<file path="config.mk">
export PLATFORM = sky130hd
export DESIGN_NAME = irq_override_gap
export DESIGN_NICKNAME = d
export VERILOG_FILES = /design/src/rtl/irq_ovr_pkg.sv /design/src/rtl/irq_src_select.sv /design/src/rtl/irq_pend_latch.sv /design/src/rtl/irq_gap_gate.sv /design/src/rtl/irq_override_gap.sv
export SDC_FILE = /design/constraint.sdc
export NUM_CORES = 1
export LEC_CHECK = 0
export BUFFER_PORTS_ARGS = -buffer_cell sky130_fd_sc_hd__buf_4
export CORE_MARGIN = 2
export CORE_UTILIZATION = 35
export DETAILED_ROUTE_END_ITERATION = 8
export PLACE_DENSITY = 0.63
export SLEW_MARGIN = 40
export SYNTH_ARGS = -nofsm -noshare
export SYNTH_HDL_FRONTEND = slang
export SYNTH_SLANG_ARGS = --single-unit
export TNS_END_PERCENT = 5
</file>
<file path="constraint.sdc">
create_clock -name clk -period 1.95 [get_ports clk]
set_clock_uncertainty 0.2 [all_clocks]
set_input_delay 0.0975 -clock clk [delete_from_list [all_inputs] [get_ports clk]]
set_output_delay 0.0975 -clock clk [all_outputs]
set_load 0.01 [all_outputs]
</file>
<file path="src/rtl/irq_ovr_pkg.sv">
package irq_ovr_pkg;
  localparam int NSRC     = 6;
  localparam int REG_W    = 8;
  localparam int KEY_HI   = 7;
  localparam int KEY_LO   = 6;
  localparam logic [1:0] OVR_KEY = 2'b01;
  localparam logic WR_OVR = 1'b0;
  localparam logic WR_GAP = 1'b1;
  typedef logic [NSRC-1:0] src_vec_t;
endpackage

</file>
<file path="src/rtl/irq_src_select.sv">
module irq_src_select
  import irq_ovr_pkg::*;
#(
  parameter int N = NSRC,
  parameter int W = REG_W
) (
  input  logic         clk,
  input  logic         rst_n,
  input  logic         wr_ovr,
  input  logic [W-1:0] wr_data,
  input  logic [N-1:0] raw_i,
  output logic [N-1:0] sel_o,
  output logic [W-1:0] ovr_q_o
);
  logic [W-1:0] ovr_q, ovr_n;
  logic         act;

  always_comb begin
    ovr_n = ovr_q;
    if (wr_ovr) ovr_n = wr_data;
  end

  always_ff @(posedge clk or negedge rst_n) begin
    if (!rst_n) ovr_q <= '0;
    else        ovr_q <= ovr_n;
  end

  // only the exact key encoding hands the sources to the register
  assign act = (ovr_q[KEY_HI:KEY_LO] == OVR_KEY);

  always_comb begin
    if (act) sel_o = ovr_q[N-1:0];
    else     sel_o = raw_i;
  end

  assign ovr_q_o = ovr_q;
endmodule

</file>
<file path="src/rtl/irq_pend_latch.sv">
module irq_pend_latch
  import irq_ovr_pkg::*;
#(
  parameter int N = NSRC
) (
  input  logic         clk,
  input  logic         rst_n,
  input  logic [N-1:0] sel_i,
  input  logic         clr_valid,
  input  logic [N-1:0] clr_mask,
  output logic [N-1:0] pend_o
);
  logic [N-1:0] prev_q, pend_q, pend_n, rise;

  for (genvar i = 0; i < N; i++) begin : g_bit
    always_comb begin
      rise[i]   = sel_i[i] & ~prev_q[i];
      // a new edge outranks a clear in the same cycle
      pend_n[i] = rise[i] | (pend_q[i] & ~(clr_valid & clr_mask[i]));
    end
  end

  always_ff @(posedge clk or negedge rst_n) begin
    if (!rst_n) begin
      prev_q <= '0;
      pend_q <= '0;
    end else begin
      prev_q <= sel_i;
      pend_q <= pend_n;
    end
  end

  assign pend_o = pend_q;
endmodule

</file>
<file path="src/rtl/irq_gap_gate.sv">
module irq_gap_gate
  import irq_ovr_pkg::*;
#(
  parameter int GW = REG_W
) (
  input  logic          clk,
  input  logic          rst_n,
  input  logic          wr_gap,
  input  logic [GW-1:0] wr_data,
  input  logic          any_i,
  output logic          irq_o,
  output logic [GW-1:0] gap_q_o
);
  logic [GW-1:0] gap_q, gap_n, cnt_q, cnt_n;
  logic          irq_q, irq_n;

  always_comb begin
    gap_n = gap_q;
    if (wr_gap) gap_n = wr_data;
  end

  // falling loads the gap, the output stays low while it counts down
  always_comb begin
    cnt_n = cnt_q;
    irq_n = irq_q;
    if (irq_q && !any_i) begin
      irq_n = 1'b0;
      cnt_n = gap_q;
    end else if (cnt_q != '0) begin
      irq_n = 1'b0;
      cnt_n = cnt_q - GW'(1);
    end else begin
      irq_n = any_i;
    end
  end

  always_ff @(posedge clk or negedge rst_n) begin
    if (!rst_n) begin
      gap_q <= '0;
      cnt_q <= '0;
      irq_q <= 1'b0;
    end else begin
      gap_q <= gap_n;
      cnt_q <= cnt_n;
      irq_q <= irq_n;
    end
  end

  assign irq_o   = irq_q;
  assign gap_q_o = gap_q;
endmodule

</file>
<file path="src/rtl/irq_override_gap.sv">
module irq_override_gap
  import irq_ovr_pkg::*;
(
  input  logic            clk,
  input  logic            rst_n,
  input  logic            wr_en_i,
  input  logic            wr_sel_i,
  input  logic [REG_W-1:0] wr_data_i,
  input  logic [1:0]      clk_err_i,
  input  logic [1:0]      sys_err_i,
  input  logic            gp0_i,
  input  logic            fg0_i,
  input  logic [NSRC-1:0] en_i,
  input  logic            clr_valid_i,
  input  logic [NSRC-1:0] clr_mask_i,
  output logic [NSRC-1:0] pend_o,
  output logic            irq_o
);
  logic [1:0]       rst_pipe;
  logic             rst_sync_n;
  src_vec_t         raw_vec, sel_vec;
  logic [REG_W-1:0] ovr_word, gap_word;
  logic             any_en;

  always_ff @(posedge clk or negedge rst_n) begin
    if (!rst_n) rst_pipe <= '0;
    else        rst_pipe <= {rst_pipe[0], 1'b1};
  end
  assign rst_sync_n = rst_pipe[1];

  // fixed bit mapping of the sources
  assign raw_vec = {clk_err_i, sys_err_i, gp0_i, fg0_i};

  irq_src_select #(.N(NSRC), .W(REG_W)) u_sel (
    .clk     (clk),
    .rst_n   (rst_sync_n),
    .wr_ovr  (wr_en_i && (wr_sel_i == WR_OVR)),
    .wr_data (wr_data_i),
    .raw_i   (raw_vec),
    .sel_o   (sel_vec),
    .ovr_q_o (ovr_word)
  );

  irq_pend_latch #(.N(NSRC)) u_pend (
    .clk       (clk),
    .rst_n     (rst_sync_n),
    .sel_i     (sel_vec),
    .clr_valid (clr_valid_i),
    .clr_mask  (clr_mask_i),
    .pend_o    (pend_o)
  );

  assign any_en = |(pend_o & en_i);

  irq_gap_gate #(.GW(REG_W)) u_gap (
    .clk     (clk),
    .rst_n   (rst_sync_n),
    .wr_gap  (wr_en_i && (wr_sel_i == WR_GAP)),
    .wr_data (wr_data_i),
    .any_i   (any_en),
    .irq_o   (irq_o),
    .gap_q_o (gap_word)
  );
endmodule

</file>
==> key figures <==
Synth
  – Syn Nets: 167
  – Synthesized area: 0.00167 mm^2
  – Post-Syn Instances: 134
  – #FFs+latches synth: 39
  – Fraction of registers with async set/reset: 100%
  – Post-synth cell types: 26
  – Avg Cell Area, Syn: 12.5 um^2
  – Primary FF master, synth: dfrtp_1
  – Seq/Total Area, Yosys: 58.4%
  – Yosys warnings: 0
  – Number of flops mapped to enable cells by yosys: 0

STA
  – Fin crit period: 1.78 ns
  – Setup TNS: 0 ns
  – Count of final setup violators: 0
  – Final Slew Violations: 0
  – Final hold violation count: 0
  – RSZ-0062 raised after global routing: no
  – Max Freq: 0.563 GHz
  – Fin crit share: 91.1%

Die
  – Die area: 0.00535 mm^2
  – # rows: 25
  – Core Box Area: 0.00466 mm^2
  – Initial Util: 35.9%
  – Die width: 73.1 um
  – IO Count: 38
  – Die Y: 73.1 um

Setup path
  – Worst-path fanout max: 3
  – Launching element type of the critical path: primary input
  – R2R cell count: 3
  – FF-to-FF setup slack: 0.19 ns
  – Worst R2R End: u_gap.irq_o
  – Critical path's largest stage delay: 0.63 ns
  – Worst path cell trace: dlygate4sd3_1 > buf_4 > a22oi_1 > dlygate4sd3_1 > a31oi_1
  – Critical path required time: 1.92 ns
  – Worst Path Buf+Inv: 3
  – Worst r2r src: u_pend.pend_o[2]
  – Critical path's top delay family: buffers and inverters
  – Slowest CP cell: dlygate4sd3_1
  – Critical path arrival: 1.74 ns
  – Worst setup EP type: flop
  – Most common cell on crit path: dlygate4sd3_1
  – Kind of critical path: in -> reg

Pwr
  – Leak pwr: 1.10 nW
  – Max VDD drop: 0.494 mV
  – Pwr Density: 778 mW/mm^2

Clock tree
  – TritonCTS clock tree: done
  – Cts hold-fix bufs: 34
  – Clock Tree Root: clkbuf_8
  – Clk buf depth: 2
  – Clk sink count: 39
  – H-tree levels: 2
  – Worst skew pair latency: 0.28 ns
  – Post-CTS Setup Repair Bufs: 0
  – Num CTS Buffers: 5
  – Post-cts resize count: 0
  – Clock Pin Slew Worst Setup and Hold Paths: 0.07 ns

Final layout
  – Final net count: 244
  – Ratio of cells with drive above 1 in the final layout: 32.1%
  – Area growth syn-to-layout: 47.0%
  – Antenna diodes: 0
  – Final Non-Filler Cells: 266

GRT
  – GRT Residual Overflow: 0
  – First-pass GRT wire length: 6110 um
  – Initial antenna violation count: 0
  – Pin count of the biggest net entering global routing: 38
  – Total GRT Usage: 15.2%
  – Vias in the first global route: 1331

Routing
  – Initial DRC Count: 68
  – DRT Pass-1 Iters: 4
  – DRT Wirelength: 3720 um
  – Via count: 1270
  – Post-detailed-route count of antenna-violating nets: 0
  – WL per Instance: 14.0 um
  – Drc violations: 0
  – Via density per instance: 4.77

Placed design
  – HPWL Detailed: 2440 um
  – RePlAce Congestion: 0.794
  – Placed cells: 224
  – IO Port Bufs: 37

Min path
  – Hold Path Class: reg -> async

Job
  – Max Cap Viol: 0

Outcome
  – Status: completed
-- metrics by stage --
stage / setup WS (ns) / cell area, um^2 / hold slack (ns) / total power, W / util, %
after floorplan: 0.377 / 1670 / -0.398 / 0.00112 / -
after global placement: 0.305 / 2020 / -0.320 / 0.00126 / 43.3
after detailed placement: 0.267 / 2020 / -0.318 / 0.00127 / 43.3
after CTS: 0.230 / 2460 / 0.108 / 0.00193 / 52.7
after global routing: 0.146 / 2460 / 0.139 / 0.00201 / 52.7
final: 0.174 / 2460 / 0.0814 / 0.00191 / 52.7
-- cell type report --
class                      count  area (um^2)
clock buffer                   8          100
fill                         405         2200
inverter                       8         30.0
multi-input combinational     84          651
sequential                    39          976
tap                           54         67.6
timing repair buffer          73          633
-- flip-flops by register name, indices dropped and copies added (netlist names) --
signal,flops
u_gap.cnt_q,8
u_gap.gap_q_o,8
u_sel.ovr_q_o,8
u_pend.pend_o,6
u_pend.prev_q,6
rst_pipe,2
u_gap.irq_o,1
-- worst max-delay path by stage --
stage | from | endpoint | slack (ns) | depth (start not counted)
after global routing | en_i[5] | u_gap.irq_o | 0.15 | 5
after CTS | en_i[5] | u_gap.irq_o | 0.23 | 5
final | en_i[5] | u_gap.irq_o | 0.17 | 5
after global placement | u_gap.cnt_q[5] | u_gap.cnt_q[1] | 0.31 | 4
after floorplan | u_gap.cnt_q[5] | u_gap.cnt_q[1] | 0.38 | 4
after detailed placement | u_gap.cnt_q[5] | u_gap.cnt_q[1] | 0.27 | 4
-- report_power, final --
part	leakage (nW)	total [W]	switching [W]	internal, W
Combinational	0.593	0.000361	0.000137	0.000224
Clock	0.0515	0.000584	0.000262	0.000323
Sequential	0.455	0.000967	0.0000590	0.000908
-- logic make-up (layout without fill, tap and decap cells) --
| kind of cell | count (synthesis) | count (layout) | share of synthesized area (%) |
|---|---|---|---|
| compound gates | 17 | 17 | 7.41 |
| xor+xnor | 6 | 6 | 3.14 |
| flops | 39 | 39 | 58.4 |
| buf+inv | 11 | 89 | 2.69 |
| mux | 25 | 25 | 16.7 |
| simple gates | 33 | 33 | 9.96 |
| other cells | 1 | 1 | 0.224 |
| fa+ha+maj | 2 | 2 | 1.50 |
-- worst reg2reg max path: cells and delay by family, from the launching register on --
kind | cells | cell delay, ns
buf+inv | 1 | 0.63
compound gates | 2 | 0.41
flops | 1 | 0.40
-- Yosys cell counts, types with 3 or more instances --
master / count / area (um^2)
mux2_2: 20 / 225
xor2_1: 3 / 26.3
xnor2_1: 3 / 26.3
buf_2: 3 / 15.0
inv_1: 8 / 30.0
mux2_1: 3 / 33.8
dfrtp_1: 39 / 976
a22o_1: 6 / 52.6
a22oi_1: 3 / 22.5
o31ai_1: 3 / 22.5
nor2_1: 7 / 26.3
nand2_1: 16 / 60.1
-- layout by cell type (no fill, tap or decap), drive strengths merged --
| master | n |
|---|---|
| a21oi | 2 |
| a22o | 6 |
| a22oi | 3 |
| a31oi | 1 |
| and3 | 1 |
| and4 | 1 |
| buf | 39 |
| clkbuf | 8 |
| conb | 1 |
| dfrtp | 39 |
| dlygate4sd3 | 34 |
| ha | 2 |
| inv | 8 |
| mux2 | 23 |
| mux2i | 2 |
| nand2 | 16 |
| nand2b | 1 |
| nand3 | 2 |
| nand4 | 1 |
| nor2 | 7 |
| nor2b | 1 |
| nor3 | 2 |
| nor4 | 1 |
| o21ai | 2 |
| o31ai | 3 |
| xnor2 | 3 |
| xor2 | 3 |
-- metal layers --
layer / share of wire, % / wire length, um / track usage, % / vias up
li1: - / - / - / 616
met1: 42 / 1570 / 19.5 / 625
met2: 54 / 2000 / 25.0 / 24
met3: 3.3 / 122 / 3.87 / 5
met4: 0.73 / 27 / 4.94 / 0
met5: 0 / 0 / 0 / -
(Power assumes the default switching activity.)
